**config.mk**
```make
export PLATFORM = sky130hd
export DESIGN_NAME = dma_chan_top
export DESIGN_NICKNAME = d
export VERILOG_FILES = /design/src/rtl/dma_chan_pkg.sv /design/src/rtl/dma_chan_ctrl.sv /design/src/rtl/dma_chan_addr.sv /design/src/rtl/dma_chan_engine.sv /design/src/rtl/dma_chan_top.sv
export SDC_FILE = /design/constraint.sdc
export NUM_CORES = 1
export LEC_CHECK = 0
export ABC_AREA = 1
export CORE_UTILIZATION = 49
export DETAILED_ROUTE_END_ITERATION = 12
export PLACE_DENSITY = 0.89
export SETUP_SLACK_MARGIN = 0.1
export SLEW_MARGIN = 20
export SYNTH_ARGS = -nofsm -noshare
export SYNTH_HDL_FRONTEND = slang
export SYNTH_SLANG_ARGS = --single-unit
```
**constraint.sdc**
```tcl
create_clock -name clk -period 2.6 [get_ports clk]
set_input_delay 0.52 -clock clk [delete_from_list [all_inputs] [get_ports clk]]
set_output_delay 0.52 -clock clk [all_outputs]
set_load 0.1 [all_outputs]
```
**src/rtl/dma_chan_pkg.sv**
```systemverilog
package dma_chan_pkg;

    localparam int BUS_W = 32;

    localparam logic [1:0] OFF_SRC  = 2'd0;
    localparam logic [1:0] OFF_DST  = 2'd1;
    localparam logic [1:0] OFF_STAT = 2'd2;
    localparam logic [1:0] OFF_CTRL = 2'd3;

    typedef enum logic [1:0] {
        SZ_WORD = 2'd0,
        SZ_BYTE = 2'd1,
        SZ_HALF = 2'd2,
        SZ_BAD  = 2'd3
    } xfer_size_e;

    typedef enum logic [1:0] {
        LNK_NONE      = 2'd0,
        LNK_STEAL_END = 2'd1,
        LNK_EVERY     = 2'd2,
        LNK_END       = 2'd3
    } link_mode_e;

    typedef enum logic [1:0] {
        ST_IDLE  = 2'd0,
        ST_READ  = 2'd1,
        ST_WRITE = 2'd2
    } eng_state_e;

    typedef struct packed {
        logic       irq_en;
        link_mode_e link_mode;
        xfer_size_e dst_size;
        xfer_size_e src_size;
        logic       dst_inc;
        logic       src_inc;
        logic       auto_align;
        logic       cycle_steal;
        logic       req_en;
    } ctrl_t;

    function automatic logic [2:0] size_bytes(input xfer_size_e s);
        case (s)
            SZ_WORD: size_bytes = 3'd4;
            SZ_BYTE: size_bytes = 3'd1;
            SZ_HALF: size_bytes = 3'd2;
            default: size_bytes = 3'd0;
        endcase
    endfunction

    function automatic logic [BUS_W-1:0] size_mask(input xfer_size_e s);
        case (s)
            SZ_BYTE: size_mask = 32'h0000_00FF;
            SZ_HALF: size_mask = 32'h0000_FFFF;
            default: size_mask = 32'hFFFF_FFFF;
        endcase
    endfunction

    // Control word layout: [0] request enable, [1] start, [2] cycle-steal,
    // [3] auto-align, [4] src inc, [5] dst inc, [7:6] src size,
    // [9:8] dst size, [11:10] link mode, [12] interrupt enable.
    function automatic ctrl_t ctrl_decode(input logic [12:0] w);
        ctrl_t c;
        c.req_en      = w[0];
        c.cycle_steal = w[2];
        c.auto_align  = w[3];
        c.src_inc     = w[4];
        c.dst_inc     = w[5];
        c.src_size    = xfer_size_e'(w[7:6]);
        c.dst_size    = xfer_size_e'(w[9:8]);
        c.link_mode   = link_mode_e'(w[11:10]);
        c.irq_en      = w[12];
        return c;
    endfunction

endpackage

```
**src/rtl/dma_chan_ctrl.sv**
```systemverilog
module dma_chan_ctrl
    import dma_chan_pkg::*;
(
    input  logic              clk,
    input  logic              rst_n,
    input  logic              wr_i,
    input  logic [BUS_W-1:0]  wdata_i,
    output ctrl_t             ctrl_o,
    output logic              start_o,
    output logic [BUS_W-1:0]  rback_o
);

    typedef struct packed {
        ctrl_t ctrl;
        logic  start;
    } ctrl_state_t;

    ctrl_state_t s_d, s_q;

    logic unused_wbits;
    assign unused_wbits = ^wdata_i[BUS_W-1:13];

    always_comb begin
        s_d       = s_q;
        s_d.start = 1'b0;
        if (wr_i) begin
            s_d.ctrl  = ctrl_decode(wdata_i[12:0]);
            s_d.start = wdata_i[1];
        end
    end

    always_ff @(posedge clk or negedge rst_n) begin
        if (!rst_n) s_q <= '0;
        else        s_q <= s_d;
    end

    assign ctrl_o  = s_q.ctrl;
    assign start_o = s_q.start;

    always_comb begin
        rback_o        = '0;
        rback_o[0]     = s_q.ctrl.req_en;
        rback_o[1]     = s_q.start;
        rback_o[2]     = s_q.ctrl.cycle_steal;
        rback_o[3]     = s_q.ctrl.auto_align;
        rback_o[4]     = s_q.ctrl.src_inc;
        rback_o[5]     = s_q.ctrl.dst_inc;
        rback_o[7:6]   = s_q.ctrl.src_size;
        rback_o[9:8]   = s_q.ctrl.dst_size;
        rback_o[11:10] = s_q.ctrl.link_mode;
        rback_o[12]    = s_q.ctrl.irq_en;
    end


    start_self_clear_chk: assert property (@(posedge clk) disable iff (!rst_n)
        start_o && !wr_i |=> !start_o);

endmodule

```
**src/rtl/dma_chan_addr.sv**
```systemverilog
module dma_chan_addr #(
    parameter int ADDR_W = 32
) (
    input  logic              clk,
    input  logic              rst_n,
    input  logic              load_i,
    input  logic [ADDR_W-1:0] load_val_i,
    input  logic              adv_i,
    input  logic              step_en_i,
    input  logic [2:0]        step_i,
    output logic [ADDR_W-1:0] addr_o
);

    logic [ADDR_W-1:0] addr_d, addr_q;

    always_comb begin
        addr_d = addr_q;
        if (load_i)                 addr_d = load_val_i;
        else if (adv_i && step_en_i) addr_d = addr_q + ADDR_W'(step_i);
    end

    always_ff @(posedge clk or negedge rst_n) begin
        if (!rst_n) addr_q <= '0;
        else        addr_q <= addr_d;
    end

    assign addr_o = addr_q;


    fixed_addr_chk: assert property (@(posedge clk) disable iff (!rst_n)
        !load_i && !step_en_i |=> $stable(addr_o));

endmodule

```
**src/rtl/dma_chan_engine.sv**
```systemverilog
module dma_chan_engine
    import dma_chan_pkg::*;
#(
    parameter int ADDR_W  = 32,
    parameter int COUNT_W = 24
) (
    input  logic               clk,
    input  logic               rst_n,
    input  ctrl_t              ctrl_i,
    input  logic               start_i,
    input  logic               hw_req_i,
    input  logic               count_load_i,
    input  logic [COUNT_W-1:0] count_val_i,
    input  logic               stat_clr_i,
    input  logic [ADDR_W-1:0]  src_addr_i,
    input  logic [ADDR_W-1:0]  dst_addr_i,
    output logic               adv_o,
    output logic               mem_req_o,
    output logic               mem_we_o,
    output logic [ADDR_W-1:0]  mem_addr_o,
    output logic [1:0]         mem_size_o,
    output logic [BUS_W-1:0]   mem_wdata_o,
    input  logic [BUS_W-1:0]   mem_rdata_i,
    input  logic               mem_ack_i,
    input  logic               mem_err_i,
    output logic [COUNT_W-1:0] count_o,
    output logic               done_o,
    output logic               busy_o,
    output logic               pend_o,
    output logic               src_err_o,
    output logic               dst_err_o,
    output logic               cfg_err_o,
    output logic               link1_o,
    output logic               link2_o
);

    typedef struct packed {
        eng_state_e         st;
        logic [COUNT_W-1:0] count;
        logic [BUS_W-1:0]   data;
        logic               busy;
        logic               done;
        logic               pend;
        logic               src_err;
        logic               dst_err;
        logic               cfg_err;
        logic               sw_run;
        logic               link1;
        logic               link2;
    } eng_t;

    eng_t s_d, s_q;

    logic [2:0] src_b, dst_b, big_b;
    logic       cfg_bad, hw_go, go, last_beat;

    always_comb begin
        src_b     = size_bytes(ctrl_i.src_size);
        dst_b     = size_bytes(ctrl_i.dst_size);
        big_b     = (src_b > dst_b) ? src_b : dst_b;
        cfg_bad   = (ctrl_i.src_size == SZ_BAD) || (ctrl_i.dst_size == SZ_BAD) ||
                    (s_q.count == '0) || (|(s_q.count[2:0] & (big_b - 3'd1)));
        hw_go     = ctrl_i.req_en && s_q.pend;
        go        = start_i || hw_go;
        last_beat = (s_q.count == COUNT_W'(dst_b));
    end

    always_comb begin
        s_d         = s_q;
        s_d.link1   = 1'b0;
        s_d.link2   = 1'b0;
        adv_o       = 1'b0;
        mem_req_o   = 1'b0;
        mem_we_o    = 1'b0;
        mem_addr_o  = src_addr_i;
        mem_size_o  = ctrl_i.src_size;
        mem_wdata_o = '0;

        if (hw_req_i && !(s_q.busy && !ctrl_i.cycle_steal)) s_d.pend = 1'b1;

        case (s_q.st)
            ST_IDLE: begin
                if (go) begin
                    if (!start_i) s_d.pend = 1'b0;
                    if (!s_q.busy) begin
                        if (cfg_bad) begin
                            s_d.cfg_err = 1'b1;
                            s_d.done    = 1'b1;
                        end else begin
                            s_d.busy    = 1'b1;
                            s_d.done    = 1'b0;
                            s_d.src_err = 1'b0;
                            s_d.dst_err = 1'b0;
                            s_d.cfg_err = 1'b0;
                            s_d.sw_run  = start_i;
                            s_d.st      = ST_READ;
                        end
                    end else begin
                        s_d.sw_run = s_q.sw_run | start_i;
                        s_d.st     = ST_READ;
                    end
                end else if (s_q.busy && !ctrl_i.cycle_steal &&
                             (ctrl_i.req_en || s_q.sw_run)) begin
                    s_d.st = ST_READ;
                end
            end
            ST_READ: begin
                mem_req_o = 1'b1;
                if (mem_err_i) begin
                    s_d.src_err = 1'b1;
                    s_d.done    = 1'b1;
                    s_d.busy    = 1'b0;
                    s_d.sw_run  = 1'b0;
                    s_d.st      = ST_IDLE;
                end else if (mem_ack_i) begin
                    s_d.data = mem_rdata_i & size_mask(ctrl_i.src_size);
                    s_d.st   = ST_WRITE;
                end
            end
            ST_WRITE: begin
                mem_req_o   = 1'b1;
                mem_we_o    = 1'b1;
                mem_addr_o  = dst_addr_i;
                mem_size_o  = ctrl_i.dst_size;
                mem_wdata_o = s_q.data & size_mask(ctrl_i.dst_size);
                if (mem_err_i) begin
                    s_d.dst_err = 1'b1;
                    s_d.done    = 1'b1;
                    s_d.busy    = 1'b0;
                    s_d.sw_run  = 1'b0;
                    s_d.st      = ST_IDLE;
                end else if (mem_ack_i) begin
                    adv_o     = 1'b1;
                    s_d.count = s_q.count - COUNT_W'(dst_b);
                    if (ctrl_i.link_mode == LNK_EVERY) s_d.link1 = 1'b1;
                    if (ctrl_i.link_mode == LNK_STEAL_END && ctrl_i.cycle_steal) s_d.link1 = 1'b1;
                    if (last_beat) begin
                        s_d.done   = 1'b1;
                        s_d.busy   = 1'b0;
                        s_d.sw_run = 1'b0;
                        s_d.st     = ST_IDLE;
                        if (ctrl_i.link_mode == LNK_STEAL_END) s_d.link2 = 1'b1;
                        if (ctrl_i.link_mode == LNK_END)       s_d.link1 = 1'b1;
                    end else if (!ctrl_i.cycle_steal && (ctrl_i.req_en || s_q.sw_run)) begin
                        s_d.st = ST_READ;
                    end else begin
                        s_d.st = ST_IDLE;
                    end
                end
            end
            default: s_d.st = ST_IDLE;
        endcase

        if (count_load_i) s_d.count = count_val_i;
        if (stat_clr_i) begin
            s_d.done    = 1'b0;
            s_d.src_err = 1'b0;
            s_d.dst_err = 1'b0;
            s_d.cfg_err = 1'b0;
        end
    end

    always_ff @(posedge clk or negedge rst_n) begin
        if (!rst_n) s_q <= '0;
        else        s_q <= s_d;
    end

    assign count_o   = s_q.count;
    assign done_o    = s_q.done;
    assign busy_o    = s_q.busy;
    assign pend_o    = s_q.pend;
    assign src_err_o = s_q.src_err;
    assign dst_err_o = s_q.dst_err;
    assign cfg_err_o = s_q.cfg_err;
    assign link1_o   = s_q.link1;
    assign link2_o   = s_q.link2;


    req_hold_chk: assert property (@(posedge clk) disable iff (!rst_n)
        mem_req_o && !mem_ack_i && !mem_err_i && !count_load_i |=> mem_req_o && $stable(mem_addr_o));


    cfg_reject_chk: assert property (@(posedge clk) disable iff (!rst_n)
        s_q.st == ST_IDLE && !s_q.busy && go && cfg_bad && !stat_clr_i |=> cfg_err_o && !mem_req_o);


    busy_ends_done_chk: assert property (@(posedge clk) disable iff (!rst_n)
        $fell(busy_o) |-> done_o);


    link2_mode_chk: assert property (@(posedge clk) disable iff (!rst_n)
        link2_o |-> $past(ctrl_i.link_mode) == LNK_STEAL_END);


    dst_err_stop_chk: assert property (@(posedge clk) disable iff (!rst_n)
        s_q.st == ST_WRITE && mem_err_i && !stat_clr_i |=> dst_err_o && !busy_o);


    paused_idle_chk: assert property (@(posedge clk) disable iff (!rst_n)
        s_q.st == ST_IDLE && s_q.busy && !ctrl_i.cycle_steal && !ctrl_i.req_en &&
        !s_q.sw_run && !start_i |=> s_q.st == ST_IDLE);

endmodule

```
**src/rtl/dma_chan_top.sv**
```systemverilog
module dma_chan_top
    import dma_chan_pkg::*;
#(
    parameter int ADDR_W  = 32,
    parameter int COUNT_W = 24
) (
    input  logic              clk,
    input  logic              rst_n,
    input  logic              reg_we,
    input  logic [1:0]        reg_addr,
    input  logic [31:0]       reg_wdata,
    output logic [31:0]       reg_rdata,
    input  logic              hw_req,
    output logic              irq,
    output logic              link1,
    output logic              link2,
    output logic              mem_req,
    output logic              mem_we,
    output logic [ADDR_W-1:0] mem_addr,
    output logic [1:0]        mem_size,
    output logic [31:0]       mem_wdata,
    input  logic [31:0]       mem_rdata,
    input  logic              mem_ack,
    input  logic              mem_err
);

    localparam int BIT_DONE = COUNT_W;
    localparam int BIT_BUSY = COUNT_W + 1;
    localparam int BIT_PEND = COUNT_W + 2;
    localparam int BIT_DERR = COUNT_W + 3;
    localparam int BIT_SERR = COUNT_W + 4;
    localparam int BIT_CERR = COUNT_W + 5;
    localparam int NSIDE    = 2;

    ctrl_t              ctrl;
    logic               start;
    logic [31:0]        ctrl_rb;
    logic               adv;
    logic [COUNT_W-1:0] count;
    logic               done, busy, pend, src_err, dst_err, cfg_err;
    logic               stat_wr, stat_clr, count_load;

    logic [ADDR_W-1:0]  side_addr [NSIDE];
    logic               side_load [NSIDE];
    logic               side_step_en [NSIDE];
    logic [2:0]         side_step [NSIDE];

    assign stat_wr    = reg_we && (reg_addr == OFF_STAT);
    assign stat_clr   = stat_wr && reg_wdata[BIT_DONE];
    assign count_load = stat_wr && !reg_wdata[BIT_DONE];

    dma_chan_ctrl u_ctrl (
        .clk     (clk),
        .rst_n   (rst_n),
        .wr_i    (reg_we && (reg_addr == OFF_CTRL)),
        .wdata_i (reg_wdata),
        .ctrl_o  (ctrl),
        .start_o (start),
        .rback_o (ctrl_rb)
    );

    assign side_load[0]    = reg_we && (reg_addr == OFF_SRC);
    assign side_load[1]    = reg_we && (reg_addr == OFF_DST);
    assign side_step_en[0] = ctrl.src_inc | ctrl.auto_align;
    assign side_step_en[1] = ctrl.dst_inc | ctrl.auto_align;
    assign side_step[0]    = size_bytes(ctrl.src_size);
    assign side_step[1]    = size_bytes(ctrl.dst_size);

    for (genvar g = 0; g < NSIDE; g++) begin : g_side
        dma_chan_addr #(.ADDR_W(ADDR_W)) u_addr (
            .clk        (clk),
            .rst_n      (rst_n),
            .load_i     (side_load[g]),
            .load_val_i (reg_wdata[ADDR_W-1:0]),
            .adv_i      (adv),
            .step_en_i  (side_step_en[g]),
            .step_i     (side_step[g]),
            .addr_o     (side_addr[g])
        );
    end

    dma_chan_engine #(.ADDR_W(ADDR_W), .COUNT_W(COUNT_W)) u_engine (
        .clk          (clk),
        .rst_n        (rst_n),
        .ctrl_i       (ctrl),
        .start_i      (start),
        .hw_req_i     (hw_req),
        .count_load_i (count_load),
        .count_val_i  (reg_wdata[COUNT_W-1:0]),
        .stat_clr_i   (stat_clr),
        .src_addr_i   (side_addr[0]),
        .dst_addr_i   (side_addr[1]),
        .adv_o        (adv),
        .mem_req_o    (mem_req),
        .mem_we_o     (mem_we),
        .mem_addr_o   (mem_addr),
        .mem_size_o   (mem_size),
        .mem_wdata_o  (mem_wdata),
        .mem_rdata_i  (mem_rdata),
        .mem_ack_i    (mem_ack),
        .mem_err_i    (mem_err),
        .count_o      (count),
        .done_o       (done),
        .busy_o       (busy),
        .pend_o       (pend),
        .src_err_o    (src_err),
        .dst_err_o    (dst_err),
        .cfg_err_o    (cfg_err),
        .link1_o      (link1),
        .link2_o      (link2)
    );

    assign irq = done & ctrl.irq_en;

    always_comb begin
        reg_rdata = '0;
        case (reg_addr)
            OFF_SRC: reg_rdata[ADDR_W-1:0] = side_addr[0];
            OFF_DST: reg_rdata[ADDR_W-1:0] = side_addr[1];
            OFF_STAT: begin
                reg_rdata[COUNT_W-1:0] = count;
                reg_rdata[BIT_DONE]    = done;
                reg_rdata[BIT_BUSY]    = busy;
                reg_rdata[BIT_PEND]    = pend;
                reg_rdata[BIT_DERR]    = dst_err;
                reg_rdata[BIT_SERR]    = src_err;
                reg_rdata[BIT_CERR]    = cfg_err;
            end
            default: reg_rdata = ctrl_rb;
        endcase
    end


    irq_needs_done_chk: assert property (@(posedge clk) disable iff (!rst_n)
        $rose(irq) |-> done);

endmodule

```
==> results of run 1 <==
## cell families after synthesis
kind of cell    count (synthesis)
flops                         144
compound gates                271
xor+xnor                       62
buf+inv                       274
fa+ha+maj                      25
simple gates                  586
## stage by stage
stage	area, um2	hold slack, ns	std cells
after floorplan	10500	0.224	1362
after global placement	13900	0.452	1823
after detailed placement	13900	0.461	1823
after CTS	15300	0.113	1886
## cell usage after synthesis (all sizes together)
library cell and n:
a32oi 1, o221ai 79, clkbuf 35, or2 3, a21o 7, o211ai 14
dfrtp 144, nand4 22, and2 2, o22ai 18, o2111ai 2, ha 23
clkinv 2, nor3b 2, nor2 112, a22oi 2, nor4 8, xor2 56
nand2 327, buf 14, o21ai 109, fa 2, nand3b 3, nor3 36
a31oi 4, nand3 71, o21bai 5, a221oi 4, a21oi 26, inv 223
xnor2 6
## routing by layer
layer  overflow  GRT usage
met1          1      0.720
met2         16      0.865
met3          0      0.638
met4         16      0.716
met5          0      0.436
## timing repair
action / CTS
cloned: 4
pin swaps: 29
gates resized for setup: 98
buffers inserted: 28
setup endpoints to repair: 133
hold buffers: 0
==> reports/metrics.yaml, run 1 <==
status:
  outcome: "stopped before the end"
  failing_step: "5_1_grt"
  tool.error: "[ERROR GRT-0232] Routing congestion too high. Check the congestion heatmap in the GUI."
die:
  ios: 175
  start_util: 0.504
  die_h_um: 144
  die_x_um: 144
  num_rows: 51
logic_synthesis:
  syn_area_per_cell_um2: 7.28
  synth_top_area_frac: 0.364
  synth_area_leaders: "dfrtp_1 36%, nand2_1 12%, inv_1 7.9%, o221ai_1 7.0%, o21ai_0 5.0%"
  syn_inst: 1362
  synth_fa_ha_area_frac: 0.0331
  synthSimpleGateAreaFrac: 0.263
  synth_top_family_by_area: "simple AND/OR/NAND/NOR gates"
  yosys.cell_types.count: 45
  ys_warn_count: 0
  synthXorXnorAreaFrac: 0.0548
  syn_area_um2: 9910
  syn_nets: 1459
  synth-compound-area-share: 0.180
  synth_mux_area_frac: 0
  yosysTopAreaCell: "dfrtp_1"
  ys_ff_latch: 144
  ys_seq_area_frac: 0.364
placement:
  portBuffers: 174
  dp.final_hpwl_um: 28500
  place.gp.congestion: 1.09
  dpl_worst_slack_ns: -0.169
clocking:
  cts-root-buf: "clkbuf_16"
  ctsLongestPathBuffers: 2
  h-tree-depth: 4
  cts.sinks: 144
  cts_buffers: 17
sta:
  worst-endpoint-pin-kind: "register input"
  postGrtWorstEndpoint: "u_engine.s_q[66]$_DFFE_PN0P_/D"
grt:
  grt_overflow: 33
  track_usage: 0.735
  grt_max_degree: 67
==> run 2, diff against run 1 <==
--- a/config.mk
+++ b/config.mk
@@ -6,10 +6,9 @@
 export NUM_CORES = 1
 export LEC_CHECK = 0
 export ABC_AREA = 1
-export CORE_UTILIZATION = 49
+export CORE_UTILIZATION = 40
 export DETAILED_ROUTE_END_ITERATION = 12
-export PLACE_DENSITY = 0.89
-export SETUP_SLACK_MARGIN = 0.1
+export PLACE_DENSITY_LB_ADDON = 0.15
 export SLEW_MARGIN = 20
 export SYNTH_ARGS = -nofsm -noshare
 export SYNTH_HDL_FRONTEND = slang
==> constraint.sdc (replaced) <==
create_clock -name clk -period 3.38 [get_ports clk]
set_input_delay 0.676 -clock clk [delete_from_list [all_inputs] [get_ports clk]]
set_output_delay 0.676 -clock clk [all_outputs]
set_load 0.1 [all_outputs]
==> run 2 against run 1 <==
  * The run now ends clean
  * Synthesized cell count is the same
  * Area after synthesis is the same
==> reports/metrics.yaml, run 2 <==
die:
  coreArea_um2: 24300
  die_area_um2: 25400
  die_h_um: 159  # was 144 um
  start_util: 0.408  # was 0.504
  ios: 175  # unchanged
  die_x_um: 159  # was 144 um
  num_rows: 57  # was 51
min_path:
  min_path_type: "primary input to asynchronous set/reset pin"
clocking:
  clk_latency_ns: 0.43
  clk_pin_slew_worst_paths_ns: 0.07
  ctsLongestPathBuffers: 2  # unchanged
  h-tree-depth: 4  # unchanged
  tritoncts: "built"
  cts_buffers: 17  # unchanged
  cts_hold_buf: 0  # unchanged
  cts.sinks: 144  # unchanged
  post-cts-setup-buffer-count: 0  # was 28
  cts-root-buf: "clkbuf_16"  # unchanged
critical_path:
  regToRegSetupSlack_ns: 0.26
  reg2reg_depth: 20
  r2r_end: "u_engine.s_q[65]"
  cp_data_arrival_time_ns: 2.51
  cp_max_fo: 12
  critPathRequiredTime_ns: 2.70
  reg2reg_from: "u_ctrl.ctrl_o[7]"
  startpoint_type: "primary input"
  critical_path_class: "primary input to output port"
  end_kind: "output port"
cells_and_area:
  final_common_cell: "nand2_1"
  areaGrowthSynthToFinish_pct: 35.4
  final_cell_mix: "321 x nand2_1, 206 x inv_1, 144 x dfrtp_1, 71 x buf_4"
  nets: 1627
  seqCellArea_um2: 3600
  fill_cells: 2279
  multi_input_area_um2: 5590
  largest_reg_flops: 64
  diodes: 0
  drive_gt1_frac: 0.191
placement:
  dp.final_hpwl_um: 28100  # was 28500 um
  place.gp.congestion: 0.947  # was 1.09
  portBuffers: 174  # unchanged
  dpl_worst_slack_ns: 0.0859  # was -0.169 ns
sta:
  tightest_slew_ns: 0.848
  layout_setup_ws_ns: 0.191
  setup_viol: 0
  fin_crit_ns: 3.19
  slew_viol_final: 0
  clock-skew-final_ns: 0.00964
  relSlewSlack: 0.434
  max_freq_ghz: 0.314
  period_share: 0.943
  rsz0062_at_grt: "no"
  hold_violations: 0
grt:
  track_usage: 0.292
  grt_pass1_vias: 10200
  grt_overflow: 0
  antenna_found_initial: 0
  grt_pass1_wl_um: 57400
  grt_max_degree: 79
logic_synthesis:
  syn_inst: 1362  # unchanged
  yosysMostFrequentCell: "nand2_1"  # unchanged
  yosys.cell_types.count: 45  # unchanged
  syn_area_per_cell_um2: 7.28  # unchanged
  synth_top_area_frac: 0.364  # unchanged
  synth_edf_count: 0  # unchanged
  syn_area_um2: 9910  # unchanged
  syn_nets: 1459  # unchanged
  ys_seq_area_frac: 0.364  # unchanged
  ys_ff_latch: 144  # unchanged
  ys.flop_type: "dfrtp_1"  # unchanged
  async_reset_ff_frac: 1.00  # unchanged
  synth_area_leaders: "dfrtp_1 36%, nand2_1 12%, inv_1 7.9%, o221ai_1 7.0%, o21ai_0 5.0%"  # unchanged
  netlist_top_cells_count: "322 x nand2_1, 208 x inv_1, 144 x dfrtp_1"  # unchanged
  yosysTopAreaCell: "dfrtp_1"  # unchanged
  ys_warn_count: 0  # unchanged
detailed_routing:
  viasPerCell: 5.57
  routedWlPerCell_um: 19.7
  drt_iter0_markers: 879
  ant_nets: 0
  remaining_drc_errors: 0
  dr_total_vias: 10400
  finalWirelength_um: 36700
  firstDrtPassIters: 5
status:
  outcome: "finished, final reports clean"  # was stopped before the end
pwr:
  p_per_area_nw_per_um2: 849
  ir_drop_uv: 653
  p_leak_nw: 5.98
  power.total_mw: 11.4
flow_run:
  maxCapViolCount: 0
-- run 2: what timing repair did --
action | in CTS | in global routing
hold endpoints to repair | 0 | 0
setup endpoints to repair | 0 | 8
gates resized for setup | 0 | 7
-- run 2: worst max-delay path by stage --
stage	startpoint	endpoint	slack, ns	cells after the start
global route	u_ctrl.ctrl_o[7]	u_engine.s_q[65]	0.02	20
finish	reg_addr[1]	reg_rdata[2]	0.19	7
CTS	u_ctrl.ctrl_o[6]	u_engine.s_q[65]	0.06	18
detailed placement	u_ctrl.ctrl_o[6]	u_engine.s_q[65]	0.09	18
global placement	u_ctrl.ctrl_o[6]	u_engine.s_q[66]	0.09	18
floorplan	reg_addr[1]	reg_rdata[10]	-0.32	3
-- run 2: stage by stage --
stage	hold WS [ns]	cells	TNS [ns]	util	area [um2]
global placement	0.457	1835	0	0.526	12800
CTS	0.219	1867	0	0.551	13400
finish	0.190	1867	0	0.552	13400
floorplan	0.380	1362	-3.94	-	10200
global route	0.219	1867	0	0.552	13400
detailed placement	0.459	1835	0	0.526	12800
-- run 2: power breakdown --
| part | switching [mW] | total [mW] | internal [mW] | leakage, nW |
|---|---|---|---|---|
| Clock | 0.907 | 2.04 | 1.13 | 0.304 |
| Combinational | 4.57 | 6.42 | 1.84 | 3.87 |
| Sequential | 0.633 | 2.94 | 2.30 | 1.81 |
-- run 2: worst max-delay path, stage by stage --
cell and delay (ns):
clkdlybuf4s50_1 0.50, inv_1 0.07, nand2_1 0.35, inv_1 0.19
a221oi_1 0.28, o21ai_0 0.22, buf_12 0.22
-- run 2: cell families (layout without fill, tap and decap cells) --
family	Yosys count	after routing	share of synthesized area
DFF	144	144	0.364
adders and majority gates	25	25	0.0331
AOI/OAI and AO/OA	271	271	0.180
and+or+nand+nor	586	586	0.263
xor gates and xnor gates	62	62	0.0548
buffers and inverters	274	455	0.106
-- run 2: area by class of cell --
type                       count  area share
sequential                   144       0.268
timing repair buffer         198       0.176
multi-input combinational    944       0.416
clock inverter                15      0.0143
clock buffer                  17      0.0317
tap                          324      0.0302
inverter                     225      0.0629
-- run 2: routing by layer --
layer,wire length [um],up-vias,track usage
met4,1570,0,0.135
met2,17100,448,0.472
met5,0,-,0
met1,15500,4975,0.382
li1,-,4887,-
met3,2580,87,0.0511
No activity file was read; power rests on OpenSTA's default activity.
==> run 3, diff against run 2 <==
--- a/config.mk
+++ b/config.mk
@@ -6,6 +6,7 @@
 export NUM_CORES = 1
 export LEC_CHECK = 0
 export ABC_AREA = 1
+export CORE_MARGIN = 3
 export CORE_UTILIZATION = 40
 export DETAILED_ROUTE_END_ITERATION = 12
 export PLACE_DENSITY_LB_ADDON = 0.15
==> run 3 against run 2 <==
  * Global-route usage down 0.69 points
  * First-iteration DRC count down 2.4%
  * Critical path type unchanged
  * Die area is 5.1% higher
==> reports/metrics.yaml, run 3 (synthesized netlist as in run 2, its figures left out) <==
min_path:
  min_path_type: "primary input to asynchronous set/reset pin"  # unchanged
critical_path:
  crit_top_cell: "buf_12"  # was inv_1
  startpoint_type: "primary input"  # unchanged
  cp_data_arrival_time_ns: 2.42  # was 2.51 ns
  cp-startpoint: "reg_addr[1]"  # unchanged
  reg2reg_from: "u_ctrl.ctrl_o[6]"  # was u_ctrl.ctrl_o[7]
  crit_chain: "clkdlybuf4s50_1, inv_1, nand2_1, buf_12, o22ai_1, a21oi_1, o21ai_0, buf_12"  # was clkdlybuf4s50_1, inv_1, nand2_1, inv_1, a221oi_1, o21ai_0, buf_12
  critical_path_class: "primary input to output port"  # unchanged
  crit_buf_inv: 4  # unchanged
  critPathRequiredTime_ns: 2.70  # about the same
  end_kind: "output port"  # unchanged
  cp_max_fo: 28  # was 12
  crit_slowest_cell: "clkdlybuf4s50_1"  # unchanged
  crit_family: "buffers and inverters"  # unchanged
  max_stage_delay_ns: 0.49  # was 0.50 ns
detailed_routing:
  dr_total_vias: 10300  # was 10400
  routedWlPerCell_um: 20.5  # was 19.7 um
  ant_nets: 0  # unchanged
  firstDrtPassIters: 5  # unchanged
  remaining_drc_errors: 0  # unchanged
  finalWirelength_um: 38100  # was 36700 um
  drt_iter0_markers: 858  # was 879
  viasPerCell: 5.55  # was 5.57
clocking:
  post-cts-setup-buffer-count: 0  # unchanged
  tritoncts: "built"  # unchanged
  cts-root-buf: "clkbuf_16"  # unchanged
  clk_latency_ns: 0.43  # about the same
  cts_buffers: 17  # unchanged
  cts_hold_buf: 0  # unchanged
  ctsLongestPathBuffers: 2  # unchanged
  h-tree-depth: 4  # unchanged
  cts.sinks: 144  # unchanged
  clk_pin_slew_worst_paths_ns: 0.07  # about the same
  post_cts_resized: 0  # unchanged
sta:
  period_share: 0.915  # was 0.943
  hold_violations: 0  # unchanged
  max_freq_ghz: 0.323  # was 0.314 GHz
  fin_crit_ns: 3.09  # was 3.19 ns
  tightest_slew_ns: 0.860  # was 0.848 ns
  setup_viol: 0  # unchanged
  relSlewSlack: 0.426  # was 0.434
  rsz0062_at_grt: "no"  # unchanged
  clock-skew-final_ns: 0.00896  # was 0.00964 ns
  layout_setup_ws_ns: 0.289  # was 0.191 ns
  slew_viol_final: 0  # unchanged
  holdWs_ns: 0.272  # was 0.190 ns
die:
  die_area_um2: 26700  # was 25400 um2
  ios: 175  # unchanged
  start_util: 0.415  # was 0.408
  num_rows: 56  # was 57
  die_h_um: 163  # was 159 um
  die_x_um: 163  # was 159 um
  coreArea_um2: 23900  # was 24300 um2
pwr:
  ir_drop_uv: 625  # was 653 uV
  p_leak_nw: 5.95  # was 5.98 nW
  power.total_mw: 11.3  # was 11.4 mW
  p_per_area_nw_per_um2: 840  # was 849 nW/um2
cells_and_area:
  final_common_cell: "nand2_1"  # unchanged
  nets: 1624  # was 1627
  diodes: 0  # unchanged
  drive_gt1_frac: 0.188  # was 0.191
  largest_reg_flops: 64  # unchanged
  areaGrowthSynthToFinish_pct: 35.6  # was 35.4%
  final_cell_mix: "322 x nand2_1, 206 x inv_1, 144 x dfrtp_1, 70 x nor2_1, 70 x clkdlybuf4s50_1"  # was 321 x nand2_1, 206 x inv_1, 144 x dfrtp_1, 71 x buf_4
  fill_cells: 2232  # was 2279
flow_run:
  maxCapViolCount: 0  # unchanged
status:
  outcome: "finished, final reports clean"  # unchanged
placement:
  place.gp.congestion: 0.967  # was 0.947
  portBuffers: 174  # unchanged
  dp.final_hpwl_um: 29500  # was 28100 um
  dpl_worst_slack_ns: 0.262  # was 0.0859 ns
grt:
  antenna_found_initial: 0  # unchanged
  grt_max_degree: 79  # unchanged
  grt_pass1_vias: 9943  # was 10200
  grt_overflow: 0  # unchanged
  track_usage: 0.286  # was 0.292
  grt_pass1_wl_um: 58000  # was 57400 um
## run 3: through the flow
step / cells / setup TNS (ns) / cell area (um2) / util
3_3_place_gp: 1827 / 0 / 12800 / 0.538
3_5_place_dp: 1827 / 0 / 12800 / 0.538
2_1_floorplan: 1362 / -3.94 / 10200 / -
5_1_grt: 1859 / 0 / 13400 / 0.562
4_1_cts: 1859 / 0 / 13400 / 0.562
6_report: 1859 / 0 / 13400 / 0.562
## run 3: worst paths after layout
path | to | slack (ns) | cells after the start
setup / recovery | reg_rdata[8] | 0.29 | 8
hold / removal | u_engine.count_o[19] | 0.27 | 1
setup reg to reg | u_engine.s_q[65] | 0.35 | 18
hold reg to reg | u_engine.s_q[10] | 0.47 | 2
max in group asynchronous | u_engine.s_q[2] | 2.40 | 2
min in group clk | u_engine.s_q[10] | 0.47 | 2
## run 3: layout make-up
class	count	area [um2]	area share
multi-input combinational	944	5570	0.415
sequential	144	3600	0.268
timing repair buffer	195	2430	0.181
inverter	225	845	0.0629
clock buffer	20	447	0.0332
tap	319	399	0.0297
clock inverter	12	135	0.0101
## run 3: routing by layer
metal,GRT usage,wire [um]
met4,0.125,1620
met3,0.0713,3410
met5,0,0
met1,0.371,15500
met2,0.452,17600
## run 3: power breakdown
group          leakage, nW  internal [mW]  switching (mW)
clock                0.261           1.11           0.793
combinational         3.87           1.85            4.59
sequential            1.81           2.30           0.636
## run 3: worst reg2reg max path: stages, from the launching register on
cell,delay (ns)
dfrtp_1,0.45
inv_2,0.15
ha_2,0.25
clkinv_1,0.10
ha_1,0.28
nand3_1,0.15
nand2_2,0.16
nand2_1,0.08
and2_1,0.15
ha_1,0.28
o211ai_1,0.17
inv_1,0.06
nand2_1,0.07
clkinv_1,0.05
nand2_1,0.16
nand3_1,0.13
nand2_1,0.15
nand2_1,0.07
o21ai_1,0.07
==> run 4, diff against run 3 <==
--- a/config.mk
+++ b/config.mk
@@ -8,7 +8,9 @@
 export ABC_AREA = 1
 export CORE_MARGIN = 3
 export CORE_UTILIZATION = 40
+export CTS_BUF_LIST = sky130_fd_sc_hd__clkbuf_8 sky130_fd_sc_hd__clkbuf_16
 export DETAILED_ROUTE_END_ITERATION = 12
+export GPL_ROUTABILITY_DRIVEN = 0
 export PLACE_DENSITY_LB_ADDON = 0.15
 export SLEW_MARGIN = 20
 export SYNTH_ARGS = -nofsm -noshare
==> constraint.sdc (replaced) <==
create_clock -name clk -period 3.38 [get_ports clk]
set_input_delay 0.507 -clock clk [delete_from_list [all_inputs] [get_ports clk]]
set_output_delay 0.507 -clock clk [all_outputs]
set_load 0.1 [all_outputs]
==> run 4 against run 3 <==
  * Hold slack got worse by 0.20 ns
  * Register-to-register slack got worse by 0.05 ns
  * Critical path type is now flop to output port
  * Largest power group unchanged
  * Cell count is essentially flat
  * Clock power hardly changed
  * Highest routed layer unchanged
  * Power is 2.4% higher
  * Sequential share of layout area shrank 0.38 points
  * Largest cell class unchanged
==> reports/metrics.yaml, run 4 (synthesized netlist as in run 2, its figures left out) <==
status:
  outcome: "finished, final reports clean"  # unchanged
critical_path:
  crit_chain: "inv_1, ha_2, buf_4, o21ai_0, buf_12"  # was clkdlybuf4s50_1, inv_1, nand2_1, buf_12, o22ai_1, a21oi_1, o21ai_0, buf_12
  startpoint_type: "flop"  # was primary input
  max_stage_delay_ns: 0.63  # was 0.49 ns
  crit_slowest_cell: "buf_4"  # was clkdlybuf4s50_1
  end_kind: "output port"  # unchanged
  cp_data_arrival_time_ns: 2.58  # was 2.42 ns
  reg2reg_from: "u_ctrl.ctrl_o[6]"  # unchanged
  critPathRequiredTime_ns: 2.87  # was 2.70 ns
  critical_path_class: "flop to output port"  # was primary input to output port
  cp-startpoint: "u_engine.s_q[65]"  # was reg_addr[1]
  cp_max_fo: 78  # was 28
cells_and_area:
  final_common_cell: "nand2_1"  # unchanged
  fill_cells: 2224  # was 2232
  final_cell_mix: "322 x nand2_1, 208 x inv_1, 144 x dfrtp_1, 101 x buf_12, 93 x o21ai_0"  # was 322 x nand2_1, 206 x inv_1, 144 x dfrtp_1, 70 x nor2_1, 70 x clkdlybuf4s50_1
  largest_reg_flops: 64  # unchanged
  drive_gt1_frac: 0.145  # was 0.188
  multi_input_area_um2: 5300  # was 5570 um2
  seqCellArea_um2: 3600  # unchanged
  nets: 1625  # was 1624
  finish.utilization: 0.570  # was 0.562
  fin_cells: 1860  # was 1859
  areaGrowthSynthToFinish_pct: 37.5  # was 35.6%
  design_area_um2: 13600  # was 13400 um2
  diodes: 0  # unchanged
clocking:
  cts.sinks: 144  # unchanged
  ctsLongestPathBuffers: 2  # unchanged
  clk_pin_slew_worst_paths_ns: 0.07  # about the same
  cts_buffers: 17  # unchanged
  cts_hold_buf: 0  # unchanged
  post_cts_resized: 0  # unchanged
  h-tree-depth: 4  # unchanged
  tritoncts: "built"  # unchanged
  clk_latency_ns: 0.44  # was 0.43 ns
  cts-root-buf: "clkbuf_16"  # unchanged
  post-cts-setup-buffer-count: 0  # unchanged
sta:
  layout_setup_ws_ns: 0.293  # was 0.289 ns
  holdWs_ns: 0.0737  # was 0.272 ns
  tightest_slew_ns: 0.980  # was 0.860 ns
  fin_crit_ns: 3.09  # about the same
  hold_violations: 0  # unchanged
  setup_viol: 0  # unchanged
  setup_tns_ns: 0  # unchanged
  clock-skew-final_ns: 0.00952  # was 0.00896 ns
  max_freq_ghz: 0.324  # was 0.323 GHz
  slew_viol_final: 0  # unchanged
  relSlewSlack: 0.345  # was 0.426
  period_share: 0.913  # was 0.915
  rsz0062_at_grt: "no"  # unchanged
pwr:
  p_per_area_nw_per_um2: 848  # was 840 nW/um2
  p_leak_nw: 6.03  # was 5.95 nW
  clkPwrFrac: 0.162  # was 0.169
  seqPwrFrac: 0.253  # was 0.260
  p_sw_frac: 0.526  # was 0.533
  power.total_mw: 11.6  # was 11.3 mW
  ir_drop_uv: 812  # was 625 uV
  p_sw_mw: 6.08  # was 6.02 mW
  pwr-share-comb: 0.585  # was 0.571
  intPower_mw: 5.48  # was 5.27 mW
die:
  die_x_um: 163  # unchanged
  num_rows: 56  # unchanged
  ios: 175  # unchanged
  coreArea_um2: 23900  # unchanged
  die_area_um2: 26700  # unchanged
  start_util: 0.415  # unchanged
  die_h_um: 163  # unchanged
grt:
  grt_overflow: 0  # unchanged
  track_usage: 0.280  # was 0.286
  grt_pass1_wl_um: 57900  # was 58000 um
  antenna_found_initial: 0  # unchanged
  grt_max_degree: 79  # unchanged
  grt_pass1_vias: 10300  # was 9943
flow_run:
  maxCapViolCount: 0  # unchanged
placement:
  dpl_worst_slack_ns: 0.392  # was 0.262 ns
  postPlaceCellArea_um2: 13100  # was 12800 um2
  portBuffers: 174  # unchanged
  dp_cells: 1828  # was 1827
  dp.final_hpwl_um: 28200  # was 29500 um
detailed_routing:
  ant_nets: 0  # unchanged
  remaining_drc_errors: 0  # unchanged
  viasPerCell: 5.64  # was 5.55
  routedWlPerCell_um: 19.9  # was 20.5 um
  firstDrtPassIters: 8  # was 5
  finalWirelength_um: 37000  # was 38100 um
  dr_total_vias: 10500  # was 10300
  drt_iter0_markers: 857  # was 858
min_path:
  min_path_type: "primary input to asynchronous set/reset pin"  # unchanged
## run 4: cell count changes in the layout (fill, tap and decap cells not counted), moves of 5 or more
cell / delta
nor2_1: +14
buf_4: -39
o21ai_1: +6
o221ai_2: -16
o21ai_2: -32
nor2_2: -13
inv_8: +5
buf_12: +38
o221ai_1: +16
o21ai_0: +26
## run 4: final cells by class
cell class	instances	area share
Clock buffer	17	0.0312
Clock inverter	15	0.0102
Inverter	225	0.0620
Multi-Input combinational cell	944	0.389
Sequential cell	144	0.264
Tap cell	319	0.0293
Timing Repair Buffer	196	0.214
## run 4: power groups by stage
stage / combinational [mW] / sequential [mW] / clock [mW]
2_1_floorplan: 4.54 / 2.72 / 0
3_3_place_gp: 6.66 / 2.92 / 0
3_5_place_dp: 6.72 / 2.93 / 0
4_1_cts: 6.76 / 2.90 / 1.89
5_1_grt: 7.20 / 2.99 / 1.97
6_report: 6.77 / 2.92 / 1.87
## run 4: routing by layer
layer / wire [um] / up-vias / track usage
met5: 0 / - / 0
met4: 1670 / 0 / 0.127
met3: 3480 / 108 / 0.0624
met2: 17000 / 547 / 0.439
met1: 14800 / 4968 / 0.370
li1: - / 4873 / -
## run 4: critical path, delay by kind of cell (launching register included)
kind            cells  cell delay [ns]
fa+ha+maj           1             0.18
flops               1             0.41
buf+inv             3             1.01
compound gates      1             0.46
## run 4: worst paths after layout
path	endpoint	slack [ns]	depth (start not counted)
worst max register to register	u_engine.s_q[65]	0.30	18
worst min-delay path	u_engine.count_o[19]	0.07	1
min in group clk	u_engine.s_q[12]	0.48	2
worst max-delay path	mem_addr[8]	0.29	5
max in group asynchronous	u_engine.s_q[2]	2.57	2
worst min register to register	u_engine.s_q[12]	0.48	2
